===== src/rtl/iram_pkg.sv =====
package iram_pkg;

  // Operation codes on the command port
  typedef enum logic [3:0] {
    OP_NOP  = 4'd0,
    OP_RD   = 4'd1,
    OP_WR   = 4'd2,
    OP_RREG = 4'd3,
    OP_WREG = 4'd4,
    OP_BRD  = 4'd5,
    OP_BSET = 4'd6,
    OP_BCLR = 4'd7,
    OP_PUSH = 4'd8,
    OP_POP  = 4'd9
  } iram_op_e;

  localparam int unsigned IRAM_AW      = 7;
  localparam int unsigned IRAM_DW      = 8;
  localparam int unsigned IRAM_BANK_W  = 2;
  localparam int unsigned IRAM_REG_W   = 3;
  localparam int unsigned IRAM_BIT_BASE = 32'h20;
  localparam int unsigned IRAM_SP_INIT  = 32'h07;

endpackage


===== src/rtl/iram_decode.sv =====
module iram_decode
  import iram_pkg::*;
#(
  parameter int unsigned AW       = IRAM_AW,
  parameter int unsigned DW       = IRAM_DW,
  parameter int unsigned BANK_W   = IRAM_BANK_W,
  parameter int unsigned REG_W    = IRAM_REG_W,
  parameter int unsigned BIT_BASE = IRAM_BIT_BASE,
  localparam int unsigned BI_W    = $clog2(DW),
  localparam int unsigned NB_LOG2 = AW - BI_W
) (
  input  iram_op_e              op,
  input  logic [AW:0]           addr,
  input  logic [BANK_W-1:0]     bank,
  input  logic [AW-1:0]         sp,
  output logic [AW-1:0]         ea,
  output logic                  in_bits,
  output logic [BI_W-1:0]       bit_idx,
  output logic                  mem_rd,
  output logic                  mem_wr,
  output logic                  bit_rd,
  output logic                  bit_wr,
  output logic                  bit_val,
  output logic                  sfr_rd,
  output logic                  sfr_wr,
  output logic                  push,
  output logic                  pop
);

  localparam logic [AW-1:0] BASE_V = AW'(BIT_BASE);
  localparam logic [AW-1:0] ONE_V  = AW'(1);

  logic [AW-1:0] bit_byte;
  logic          high;

  assign high     = addr[AW];
  assign bit_byte = BASE_V + AW'(addr[AW-1:BI_W]);
  assign bit_idx  = addr[BI_W-1:0];
  // Region is aligned to its own size
  assign in_bits  = (ea >> NB_LOG2) == (BASE_V >> NB_LOG2);

  always_comb begin
    ea      = addr[AW-1:0];
    mem_rd  = 1'b0;
    mem_wr  = 1'b0;
    bit_rd  = 1'b0;
    bit_wr  = 1'b0;
    bit_val = 1'b0;
    sfr_rd  = 1'b0;
    sfr_wr  = 1'b0;
    push    = 1'b0;
    pop     = 1'b0;
    unique case (op)
      OP_RD: begin
        sfr_rd = high;
        mem_rd = !high;
      end
      OP_WR: begin
        sfr_wr = high;
        mem_wr = !high;
      end
      OP_RREG, OP_WREG: begin
        ea = '0;
        ea[BANK_W+REG_W-1:0] = {bank, addr[REG_W-1:0]};
        mem_rd = (op == OP_RREG);
        mem_wr = (op == OP_WREG);
      end
      OP_BRD: begin
        ea     = bit_byte;
        bit_rd = !high;
      end
      OP_BSET, OP_BCLR: begin
        ea      = bit_byte;
        bit_wr  = !high;
        bit_val = (op == OP_BSET);
      end
      OP_PUSH: begin
        ea     = sp + ONE_V;
        mem_wr = 1'b1;
        push   = 1'b1;
      end
      OP_POP: begin
        ea     = sp;
        mem_rd = 1'b1;
        pop    = 1'b1;
      end
      default: ;
    endcase
  end

endmodule


===== src/rtl/iram_ram.sv =====
module iram_ram #(
  parameter int unsigned AW = 7,
  parameter int unsigned DW = 8,
  localparam int unsigned DEPTH = 1 << AW
) (
  input  logic          clk,
  input  logic          we,
  input  logic          re,
  input  logic [AW-1:0] a,
  input  logic [DW-1:0] wd,
  output logic [DW-1:0] q
);

  logic [DW-1:0] mem [DEPTH];

  // Single-port synchronous RAM, no reset on contents
  always_ff @(posedge clk) begin
    if (we) mem[a] <= wd;
    if (re) q <= mem[a];
  end

endmodule


===== src/rtl/iram_bitreg.sv =====
module iram_bitreg #(
  parameter int unsigned DW      = 8,
  parameter int unsigned NB_LOG2 = 4,
  localparam int unsigned NB     = 1 << NB_LOG2,
  localparam int unsigned BI_W   = $clog2(DW)
) (
  input  logic               clk,
  input  logic               rst,
  input  logic               byte_we,
  input  logic               bit_we,
  input  logic               bit_val,
  input  logic               rd_en,
  input  logic [NB_LOG2-1:0] idx,
  input  logic [BI_W-1:0]    bsel,
  input  logic [DW-1:0]      wd,
  output logic [DW-1:0]      q
);

  logic [DW-1:0] regs [NB];

  for (genvar g = 0; g < NB; g++) begin : g_byte
    logic hit;
    assign hit = (idx == NB_LOG2'(g));
    always_ff @(posedge clk) begin
      if (rst) begin
        regs[g] <= '0;
      end else if (hit && byte_we) begin
        regs[g] <= wd;
      end else if (hit && bit_we) begin
        regs[g][bsel] <= bit_val;
      end
    end
  end

  always_ff @(posedge clk) begin
    if (rst)        q <= '0;
    else if (rd_en) q <= regs[idx];
  end

endmodule


===== src/rtl/iram_sp.sv =====
module iram_sp #(
  parameter int unsigned AW      = 7,
  parameter int unsigned SP_INIT = 7
) (
  input  logic          clk,
  input  logic          rst,
  input  logic          push,
  input  logic          pop,
  output logic [AW-1:0] sp
);

  always_ff @(posedge clk) begin
    if (rst)       sp <= AW'(SP_INIT);
    else if (push) sp <= sp + AW'(1);
    else if (pop)  sp <= sp - AW'(1);
  end

endmodule


===== src/rtl/iram_bank_core.sv =====
module iram_bank_core
  import iram_pkg::*;
#(
  parameter int unsigned AW       = IRAM_AW,
  parameter int unsigned DW       = IRAM_DW,
  parameter int unsigned BANK_W   = IRAM_BANK_W,
  parameter int unsigned REG_W    = IRAM_REG_W,
  parameter int unsigned BIT_BASE = IRAM_BIT_BASE,
  parameter int unsigned SP_INIT  = IRAM_SP_INIT
) (
  input  logic              clk,
  input  logic              rst,
  input  logic [3:0]        op_i,
  input  logic [BANK_W-1:0] bank_i,
  input  logic [AW:0]       addr_i,
  input  logic [DW-1:0]     wdata_i,
  output logic [DW-1:0]     rdata_o,
  output logic              rvalid_o,
  output logic              bit_o,
  output logic              bvalid_o,
  output logic [AW:0]       sp_o,
  output logic              sfr_rd_o,
  output logic              sfr_wr_o,
  output logic [AW-1:0]     sfr_addr_o,
  output logic [DW-1:0]     sfr_wdata_o
);

  localparam int unsigned BI_W    = $clog2(DW);
  localparam int unsigned NB_LOG2 = AW - BI_W;

  logic [AW-1:0]   ea, sp;
  logic [BI_W-1:0] bit_idx;
  logic in_bits, mem_rd, mem_wr, bit_rd, bit_wr, bit_val;
  logic sfr_rd, sfr_wr, push, pop;
  logic [DW-1:0] ram_q, bits_q;

  iram_decode #(
    .AW(AW), .DW(DW), .BANK_W(BANK_W), .REG_W(REG_W), .BIT_BASE(BIT_BASE)
  ) u_dec (
    .op      (iram_op_e'(op_i)),
    .addr    (addr_i),
    .bank    (bank_i),
    .sp      (sp),
    .ea      (ea),
    .in_bits (in_bits),
    .bit_idx (bit_idx),
    .mem_rd  (mem_rd),
    .mem_wr  (mem_wr),
    .bit_rd  (bit_rd),
    .bit_wr  (bit_wr),
    .bit_val (bit_val),
    .sfr_rd  (sfr_rd),
    .sfr_wr  (sfr_wr),
    .push    (push),
    .pop     (pop)
  );

  iram_ram #(.AW(AW), .DW(DW)) u_ram (
    .clk (clk),
    .we  (mem_wr && !in_bits),
    .re  (mem_rd && !in_bits),
    .a   (ea),
    .wd  (wdata_i),
    .q   (ram_q)
  );

  iram_bitreg #(.DW(DW), .NB_LOG2(NB_LOG2)) u_bits (
    .clk     (clk),
    .rst     (rst),
    .byte_we (mem_wr && in_bits),
    .bit_we  (bit_wr),
    .bit_val (bit_val),
    .rd_en   ((mem_rd || bit_rd) && in_bits),
    .idx     (ea[NB_LOG2-1:0]),
    .bsel    (bit_idx),
    .wd      (wdata_i),
    .q       (bits_q)
  );

  iram_sp #(.AW(AW), .SP_INIT(SP_INIT)) u_sp (
    .clk  (clk),
    .rst  (rst),
    .push (push),
    .pop  (pop),
    .sp   (sp)
  );

  logic            src_bits_q;
  logic [BI_W-1:0] bsel_q;

  always_ff @(posedge clk) begin
    if (rst) begin
      rvalid_o    <= 1'b0;
      bvalid_o    <= 1'b0;
      sfr_rd_o    <= 1'b0;
      sfr_wr_o    <= 1'b0;
      sfr_addr_o  <= '0;
      sfr_wdata_o <= '0;
      src_bits_q  <= 1'b0;
      bsel_q      <= '0;
    end else begin
      rvalid_o    <= mem_rd;
      bvalid_o    <= bit_rd;
      sfr_rd_o    <= sfr_rd;
      sfr_wr_o    <= sfr_wr;
      src_bits_q  <= in_bits;
      bsel_q      <= bit_idx;
      if (sfr_rd || sfr_wr) begin
        sfr_addr_o  <= addr_i[AW-1:0];
        sfr_wdata_o <= wdata_i;
      end
    end
  end

  assign rdata_o = src_bits_q ? bits_q : ram_q;
  assign bit_o   = bits_q[bsel_q];
  assign sp_o    = {1'b0, sp};

endmodule


===== config.mk =====
export PLATFORM = sky130hd
export DESIGN_NAME = iram_bank_core
export DESIGN_NICKNAME = d
export VERILOG_FILES = /design/src/rtl/iram_pkg.sv /design/src/rtl/iram_decode.sv /design/src/rtl/iram_ram.sv /design/src/rtl/iram_bitreg.sv /design/src/rtl/iram_sp.sv /design/src/rtl/iram_bank_core.sv
export SDC_FILE = /design/constraint.sdc
export NUM_CORES = 1
export LEC_CHECK = 0
export BUFFER_PORTS_ARGS = -buffer_cell sky130_fd_sc_hd__buf_2
export CAP_MARGIN = 20
export CORE_ASPECT_RATIO = 1.5
export CORE_UTILIZATION = 60
export DETAILED_ROUTE_END_ITERATION = 7
export PLACE_DENSITY_LB_ADDON = 0.25
export SYNTH_ARGS = -nofsm -noshare
export SYNTH_HDL_FRONTEND = slang
export SYNTH_SLANG_ARGS = --single-unit
export TNS_END_PERCENT = 1

===== constraint.sdc =====
create_clock -name clk -period 10 [get_ports clk]
set_clock_uncertainty 0.15 [all_clocks]
set_input_delay 0.5 -clock clk [delete_from_list [all_inputs] [get_ports clk]]
set_output_delay 0.5 -clock clk [all_outputs]
set_load 0.02 [all_outputs]

==> results.toml <==
[final_layout]
areaGrowthSynthToFinish_pct = 9.46
fin_nets = 4098
drive_gt1_frac = 0.0926
final_common_cell = "edfxtp_1"
layout_common_cells = "1160 x edfxtp_1, 997 x nand2_1, 328 x nand3_1, 186 x a311oi_1, 177 x nor2_1"

[clock_network]
clk_latency_ns = 0.72
clkTransAtPathRegs_ns = 0.06
clock-root-buffer = "clkbuf_16"
clk_path_buf_depth = 3
post_cts_buffers = 0
htree_levels = 3
cts_tree = "done"
numCtsBuffers = 105
clock_sinks = 1198

[power_and_ir_drop]
swShare = 0.249
seqPwrFrac = 0.503
comb_power_share = 0.111
power.density_nw_per_um2 = 198
cellInternalPower_mw = 8.36
p_clk_frac = 0.386
power_leakage_nw = 19.2
p_switching_mw = 2.78
vdd_drop_max_mv = 0.173

[routing]
route.detailed.drc = 0
post_drt_wl_per_cell_um = 28.2
viasPerCell = 6.72
wl_mm = 149
firstDrtPassIters = 7
vias = 35600
drt-initial-drc-count = 4650
final_antenna_net_count = 0

[critical_path]
crit_path_end_kind = "register"
crit_path_max_incr_delay_ns = 0.96
path_max_fanout = 97
slowest_stage = "a311oi_1"
cpLargestDelayFamily = "compound AO/OA/AOI/OAI gates"
crit_arrival_ns = 5.90
criticalPathCategory = "register to register"
worst-path-buf-inv = 2
critPathRequiredTime_ns = 10.30
start_kind = "register"
crit_chain = "inv_1 -> ha_1 -> mux2_1 -> a32oi_1 -> nand2_8 -> buf_4 -> a211oi_1 -> a311oi_1 -> a311oi_1 -> a211o_1 -> o32ai_1 -> or4_1"
crit_top_cell = "a311oi_1"

[floorplanning]
die_area_um2 = 86800
die_x_um = 241
start_util = 0.605
coreArea_um2 = 84900
rows = 131
io_pins = 60
dieHeight_um = 360

[placed_design]
place_hpwl_mm = 87.3
place_congestion = 0.938
io_buffers = 58
place_ws_ns = 4.14

[sta]
rsz0062_at_grt = "no"
fmax_ghz = 0.178
hold_violations = 0
fin_ws_ns = 4.40
slew_violations = 0
tightestPinTransition_ns = 1.25
setup_viol_count_final = 0
period_minus_slack_ns = 5.60
max_slew_margin = 0.165
setup_total_negative_slack_ns = 0
finalCritPeriodShare = 0.560

[global_route]
grt_start_max_net_pins = 151
antenna_found_initial = 6
grt.overflow.total = 0
grt_pass1_vias = 33900
grt_pass1_wl_mm = 217
track_usage = 0.344

[yosys]
ys_async_sr_fraction = 0
syn_area_per_cell_um2 = 12.7
synth_area_um2 = 51400
synth-edff-count = 1160
ys.flop_type = "edfxtp_1"
synth_cell_types = 84
ys_seq_area_frac = 0.693
synth_cells = 4030
yosys_warnings = 0
yosys_register_bits = 1198

[run]
cap_violations = 0

[worst_hold_path]
hp-class = "input pin to register"

[run_status]
status = "complete, no violations"
## routing by layer
| layer | up-vias | track usage | share of wire |
|---|---|---|---|
| li1 | 15200 | - | - |
| met1 | 17400 | 0.412 | 0.33 |
| met2 | 2420 | 0.549 | 0.48 |
| met3 | 625 | 0.0693 | 0.10 |
| met4 | 8 | 0.257 | 0.085 |
| met5 | - | 0 | 0.00033 |
## logic make-up (layout without fill, tap and decap cells)
logic type	Yosys count	after routing	synth area share
flops	1198	1198	0.693
simple gates	1728	1728	0.148
xor+xnor	9	9	0.00153
other cells	1	130	0.0000730
compound gates	700	700	0.104
mux	67	67	0.0196
fa+ha+maj	2	2	0.000487
buf+inv	325	326	0.0341
## synthesized netlist by cell type, types with 3 or more instances
master / count / area (um2)
and3_1: 129 / 807
nand2b_1: 4 / 25.0
o21ai_0: 127 / 636
nand2_1: 997 / 3740
o31ai_1: 3 / 22.5
inv_1: 5 / 18.8
mux2i_1: 31 / 310
a211o_1: 6 / 52.6
o311ai_0: 4 / 35.0
a32oi_1: 7 / 61.3
buf_1: 13 / 48.8
a221oi_1: 4 / 35.0
nand3b_1: 4 / 30.0
a311o_1: 13 / 130
buf_4: 49 / 368
buf_6: 21 / 236
nor2_1: 185 / 694
clkbuf_1: 82 / 308
nand3_1: 328 / 1640
nor2_4: 11 / 124
or3b_2: 3 / 26.3
clkbuf_2: 3 / 15.0
a221o_1: 12 / 120
o211ai_1: 6 / 45.0
o21ai_1: 17 / 85.1
or4_1: 4 / 30.0
xnor2_1: 7 / 61.3
a22o_1: 128 / 1120
nor4_1: 9 / 56.3
nor2b_1: 7 / 43.8
mux2_2: 9 / 101
mux4_2: 26 / 586
a211oi_1: 74 / 556
edfxtp_1: 1160 / 34800
nor3_1: 14 / 70.1
or3_1: 4 / 25.0
a311oi_1: 187 / 1640
nor3_2: 5 / 50.1
nor2_2: 6 / 37.5
o32ai_1: 4 / 35.0
a21oi_1: 26 / 130
a31o_2: 3 / 26.3
buf_2: 150 / 751
a31oi_1: 52 / 325
dfxtp_1: 38 / 761
## cell type report
class                           count  area, um2
Clock inverter                     73        845
Sequential cell                  1198      35600
Inverter                            7       26.3
Fill cell                        6121      28700
Timing Repair Buffer              125        982
Antenna cell                        1       2.50
Tap cell                         1130       1410
Multi-Input combinational cell   2635      14600
Clock buffer                      121       2770
## state kept, by name, indices dropped and copies added (netlist names), 3 cells and up
name / flops
u_sp.sp: 7
u_bits.q: 8
sfr_addr_o: 7
u_bits.regs: 128
sfr_wdata_o: 8
bsel_q: 3
u_ram.mem: 1024
u_ram.q: 8
## repair_timing
item | in CTS | in global routing
hold buffers | 5 | 0
gates resized for setup | 0 | 0
setup endpoints to repair | 0 | 0
endpoints found under the hold margin | 7 | 0
## power by group through the flow
stage | logic (mW) | registers (mW) | clock network [mW]
global route | 1.28 | 5.61 | 4.49
CTS | 1.19 | 5.60 | 4.30
detailed placement | 1.18 | 5.71 | 0
global placement | 1.16 | 5.71 | 0
finish | 1.23 | 5.60 | 4.30
floorplan | 0.742 | 5.70 | 0
## worst paths after layout
path / start / end / slack, ns / depth (start not counted)
max: u_sp.sp[0]$_SDFFE_PP1N_ / u_ram.q[3]$_DFFE_PP_ / 4.40 / 12
min: addr_i[0] / bsel_q[0]$_SDFF_PP0_ / 0.03 / 2
max reg2reg: u_sp.sp[0]$_SDFFE_PP1N_ / u_ram.q[3]$_DFFE_PP_ / 4.40 / 12
min reg2reg: u_bits.q[6]$_SDFFE_PP0P_ / u_bits.q[6]$_SDFFE_PP0P_ / 0.33 / 2
## stage by stage
| step | hold WS, ns | utilization | power (mW) | std cells | cell area [um2] |
|---|---|---|---|---|---|
| after floorplan | 0.293 | - | 6.44 | 4158 | 51900 |
| after global placement | 0.305 | 0.618 | 6.87 | 5082 | 52500 |
| after detailed placement | 0.317 | 0.618 | 6.89 | 5085 | 52500 |
| after CTS | 0.00743 | 0.661 | 11.1 | 5284 | 56200 |
| after global routing | 0.0390 | 0.662 | 11.4 | 5289 | 56200 |
| final | 0.0332 | 0.662 | 11.1 | 5290 | 56200 |
Power figures use the tool's default switching activity.
